`src/rtl/dma_arb_pkg.sv`:
```
package dma_arb_pkg;
  parameter int unsigned DEF_NCH = 8;
endpackage

```
`src/rtl/dma_req_capture.sv`:
```
module dma_req_capture #(
  parameter int unsigned NCH = dma_arb_pkg::DEF_NCH
) (
  input  logic           clk,
  input  logic           rst_n,
  input  logic [NCH-1:0] int_req,
  input  logic [NCH-1:0] ext_req,
  input  logic [NCH-1:0] ext_edge_mode,
  input  logic [NCH-1:0] req_clr,
  output logic [NCH-1:0] req_now
);
  logic [NCH-1:0] int_pend, edge_pend, ext_q;
  logic [NCH-1:0] int_next, edge_next, rise;

  for (genvar i = 0; i < NCH; i++) begin : g_ch
    // set wins over clear in the same cycle
    assign rise[i]      = ext_req[i] & ~ext_q[i] & ext_edge_mode[i];
    assign int_next[i]  = (int_pend[i] & ~req_clr[i]) | int_req[i];
    assign edge_next[i] = (edge_pend[i] & ~req_clr[i]) | rise[i];
    // current-cycle view: includes pulses arriving now
    assign req_now[i]   = int_next[i] |
                          (ext_edge_mode[i] ? edge_next[i] : ext_req[i]);
  end

  always_ff @(posedge clk or negedge rst_n) begin
    if (!rst_n) begin
      int_pend  <= '0;
      edge_pend <= '0;
      ext_q     <= '0;
    end else begin
      int_pend  <= int_next;
      edge_pend <= edge_next & ext_edge_mode;
      ext_q     <= ext_req;
    end
  end
endmodule

```
`src/rtl/dma_prio_pick.sv`:
```
module dma_prio_pick #(
  parameter int unsigned NCH = dma_arb_pkg::DEF_NCH
) (
  input  logic [NCH-1:0] req,
  output logic [NCH-1:0] pick,
  output logic           any
);
  // isolate lowest set bit: lower index = higher priority
  assign pick = req & (~req + {{(NCH-1){1'b0}}, 1'b1});
  assign any  = |req;
endmodule

```
`src/rtl/dma_prio_arbiter.sv`:
```
module dma_prio_arbiter #(
  parameter int unsigned NCH = dma_arb_pkg::DEF_NCH
) (
  input  logic           clk,
  input  logic           rst_n,
  input  logic [NCH-1:0] int_req,
  input  logic [NCH-1:0] ext_req,
  input  logic [NCH-1:0] ext_edge_mode,
  input  logic           xfer_done,
  input  logic [NCH-1:0] req_clr,
  output logic [NCH-1:0] grant,
  output logic           grant_valid
);
  logic [NCH-1:0] req_now, pick;
  logic           any;
  logic           update;

  dma_req_capture #(.NCH(NCH)) u_cap (
    .clk(clk), .rst_n(rst_n), .int_req(int_req), .ext_req(ext_req),
    .ext_edge_mode(ext_edge_mode), .req_clr(req_clr), .req_now(req_now)
  );

  dma_prio_pick #(.NCH(NCH)) u_pick (
    .req(req_now), .pick(pick), .any(any)
  );

  // grant moves only when idle or at a transfer-unit boundary
  assign update = !grant_valid || xfer_done;

  always_ff @(posedge clk or negedge rst_n) begin
    if (!rst_n) begin
      grant       <= '0;
      grant_valid <= 1'b0;
    end else if (update) begin
      grant       <= pick;
      grant_valid <= any;
    end
  end
endmodule

```
`config.mk`:
```
export PLATFORM = sky130hd
export DESIGN_NAME = dma_prio_arbiter
export DESIGN_NICKNAME = d
export VERILOG_FILES = /design/src/rtl/dma_arb_pkg.sv /design/src/rtl/dma_req_capture.sv /design/src/rtl/dma_prio_pick.sv /design/src/rtl/dma_prio_arbiter.sv
export SDC_FILE = /design/constraint.sdc
export NUM_CORES = 1
export LEC_CHECK = 0
export BUFFER_PORTS_ARGS = -buffer_cell sky130_fd_sc_hd__buf_2
export CAP_MARGIN = 20
export CORE_MARGIN = 8
export CORE_UTILIZATION = 53
export DETAILED_ROUTE_END_ITERATION = 16
export GPL_TIMING_DRIVEN = 0
export PLACE_DENSITY = 0.87
export SKIP_CTS_REPAIR_TIMING = 1
export SLEW_MARGIN = 20
export SYNTH_ARGS = -nofsm -noshare
export SYNTH_HDL_FRONTEND = slang
export SYNTH_HIERARCHICAL = 1
export SYNTH_SLANG_ARGS = --single-unit
```
`constraint.sdc`:
```
create_clock -name clk -period 2.7 [get_ports clk]
set_clock_uncertainty 0.05 [all_clocks]
set_input_delay 0.27 -clock clk [delete_from_list [all_inputs] [get_ports clk]]
set_output_delay 0.27 -clock clk [all_outputs]
set_load 0.01 [all_outputs]
```
==> impl_metrics.ini <==
[global_route]
grt_max_degree = 34
antenna_found_initial = 0
grt_pass1_vias = 1088
grt_use_total = 0.135
gr-total-overflow = 0
grt_pass1_wl_um = 4620

[synthesis]
syn-cell-area_um2 = 1410
synthTopCellsByArea = dfrtp_1 58%, mux2_4 8.5%, a211o_1 5.0%, o2bb2ai_1 5.0%, a21o_1 4.2%
netlist_instances = 112
ys_seq_area_frac = 0.584
syn_area_per_cell_um2 = 12.6
yosysTopAreaCellShare = 0.584
yosysUniqueCellTypes = 20
yosysTopAreaCell = dfrtp_1
yosysWarnings = 6
ys_ff_latch = 33
synth_nets = 147

[sta]
hold_ws_ns = 0.00392
max_freq_mhz = 497
worstMarginPinSlew_ns = 0.715
fin_crit_sh = 0.745
setup_viol = 0
timing.final.max_slew_violations = 0
fin_crit_ns = 2.01
rsz0062_at_grt = false
slew_headroom = 0.523
final.setup.tns_ns = 0
hold_viol = 0

[critical_path]
cp_num_buf_inv = 3
cp_max_fo = 5
cpPeakStageDelay_ns = 0.53
path_cells = dlygate4sd3_1, buf_2, inv_1, o2bb2ai_1, a211o_1, nor4_4, and4b_1, mux2_4
crit_path_top_delay_cell = dlygate4sd3_1
cp_top_family = buffers and inverters
crit_path_start_kind = input port
cp.arrival_ns = 2.23
crit_path_end_kind = flop
cp.required_ns = 2.92
crit_type = in2reg

[layout]
final_cells = 199
antenna_cells = 0
final_util = 0.711
drive_above_1_share = 0.373
nets = 203
area_growth_pct = 25.8

[floorplanning]
die_area_um2 = 4580
die_h_um = 67.7
core_area_um2 = 2500
ioPinCount = 44
row_count = 18
fp.dieW_um = 67.7
initial_utilization = 0.566

[placement]
gp_congestion = 0.796
hpwlAfterDp_um = 2320
place_inst = 185
portBuffers = 43

[routing]
avgRoutedWirePerCell_um = 15.0
vias = 1013
drtAntennaViolNets = 0
drtIter0Drc = 37
post_drt_via_cell_ratio = 5.09
wirelength_um = 2990
firstDrtPassIters = 4
drcViolationCount = 0

[clock_tree]
cts_tree = built
clk_latency_ns = 0.33
numCtsBuffers = 5
clk_pin_slew_ns = 0.10
root_buffer = clkbuf_4
clock_sinks = 33
cts_buffer_depth = 2
htreeDepth = 2

[power]
power_leakage_nw = 0.963
ir_drop_mv = 0.388
power.density_nw_per_um2 = 507

[hold_path]
holdCritPathClass = in2reg

[outcome]
status = completed

[run]
max_cap_viol_count = 0
==> cell usage after synthesis <==
library cell  instances
nand2b_4              1
buf_6                 1
o2bb2ai_1             8
dfrtp_1              33
nor3b_1               1
and3b_1               1
nor4b_1               1
and4b_1               1
a211o_1               8
and3_2                1
and2_1                9
mux2_4                8
nand3_1               1
nor2b_1               1
nor4_4                1
a21o_1                8
nand2b_1              1
nor2_1               10
buf_4                 1
inv_1                16
==> kinds of logic (layout without fill, tap and decap cells) <==
family | Yosys count | after routing | share of synthesized area
flops | 33 | 33 | 0.584
simple gates | 29 | 29 | 0.134
compound gates | 24 | 24 | 0.142
buf+inv | 18 | 75 | 0.0558
mux | 8 | 8 | 0.0850
==> routing by layer <==
| layer | share of wire | wire (µm) | up-vias | global-route usage |
|---|---|---|---|---|
| li1 | - | - | 498 | - |
| met1 | 0.38 | 1140 | 477 | 0.140 |
| met2 | 0.51 | 1530 | 29 | 0.233 |
| met3 | 0.088 | 262 | 9 | 0.0546 |
| met4 | 0.020 | 61 | 0 | 0.0627 |
| met5 | 0 | 0 | - | 0 |
==> worst paths after layout <==
kind,from,endpoint,slack (ns),depth (start not counted)
max,ext_req[1],grant[7]$_DFFE_PN0P_,0.69,8
min,ext_req[0],u_cap/ext_q[0]$_DFF_PN0_,0.004,1
min in group asynchronous,rst_n,u_cap/edge_pend[4]$_DFF_PN0_,0.47,2
max in group asynchronous,rst_n,u_cap/edge_pend[3]$_DFF_PN0_,1.67,2
max reg2reg,u_cap/int_pend[1]$_DFF_PN0_,grant[7]$_DFFE_PN0P_,0.88,5
min reg2reg,u_cap/int_pend[7]$_DFF_PN0_,u_cap/int_pend[7]$_DFF_PN0_,0.44,1
==> final cells by class <==
cell class	count	area, µm²
Inverter	16	60.1
Timing Repair Buffer	49	275
Tap cell	30	37.5
Fill cell	180	722
Multi-Input combinational cell	61	509
Sequential cell	33	826
Buffer	2	18.8
Clock inverter	2	10.0
Clock buffer	6	41.3
==> power breakdown <==
group | switching [mW] | internal (mW)
sequential | 0.00845 | 0.518
combinational | 0.0575 | 0.0597
clock | 0.159 | 0.0991
total | 0.225 | 0.677
==> per-stage QoR <==
step / total power [mW] / worst slack [ns] / area (µm²)
2_1_floorplan: 0.594 / 1.09 / 1410
3_3_place_gp: 0.639 / 0.964 / 1670
3_5_place_dp: 0.648 / 0.903 / 1670
4_1_cts: 0.900 / 0.885 / 1720
5_1_grt: 0.946 / 0.585 / 1780
6_report: 0.901 / 0.688 / 1780
==> sequential cells by signal, summed over array words and instances (netlist names) <==
signal           count
grant_valid          1
u_cap/edge_pend      8
u_cap/int_pend       8
u_cap/ext_q          8
grant                8
==> placed cells by master, fill, tap and decap left out, drive strengths merged, types with 6 or more instances in the layout <==
cell type    instances
a21o                 8
dfrtp               33
dlygate4sd3          6
o2bb2ai              8
mux2                 8
nor2                10
a211o                8
buf                 45
clkbuf               6
inv                 16
and2                 9
(Power assumes the default switching activity.)
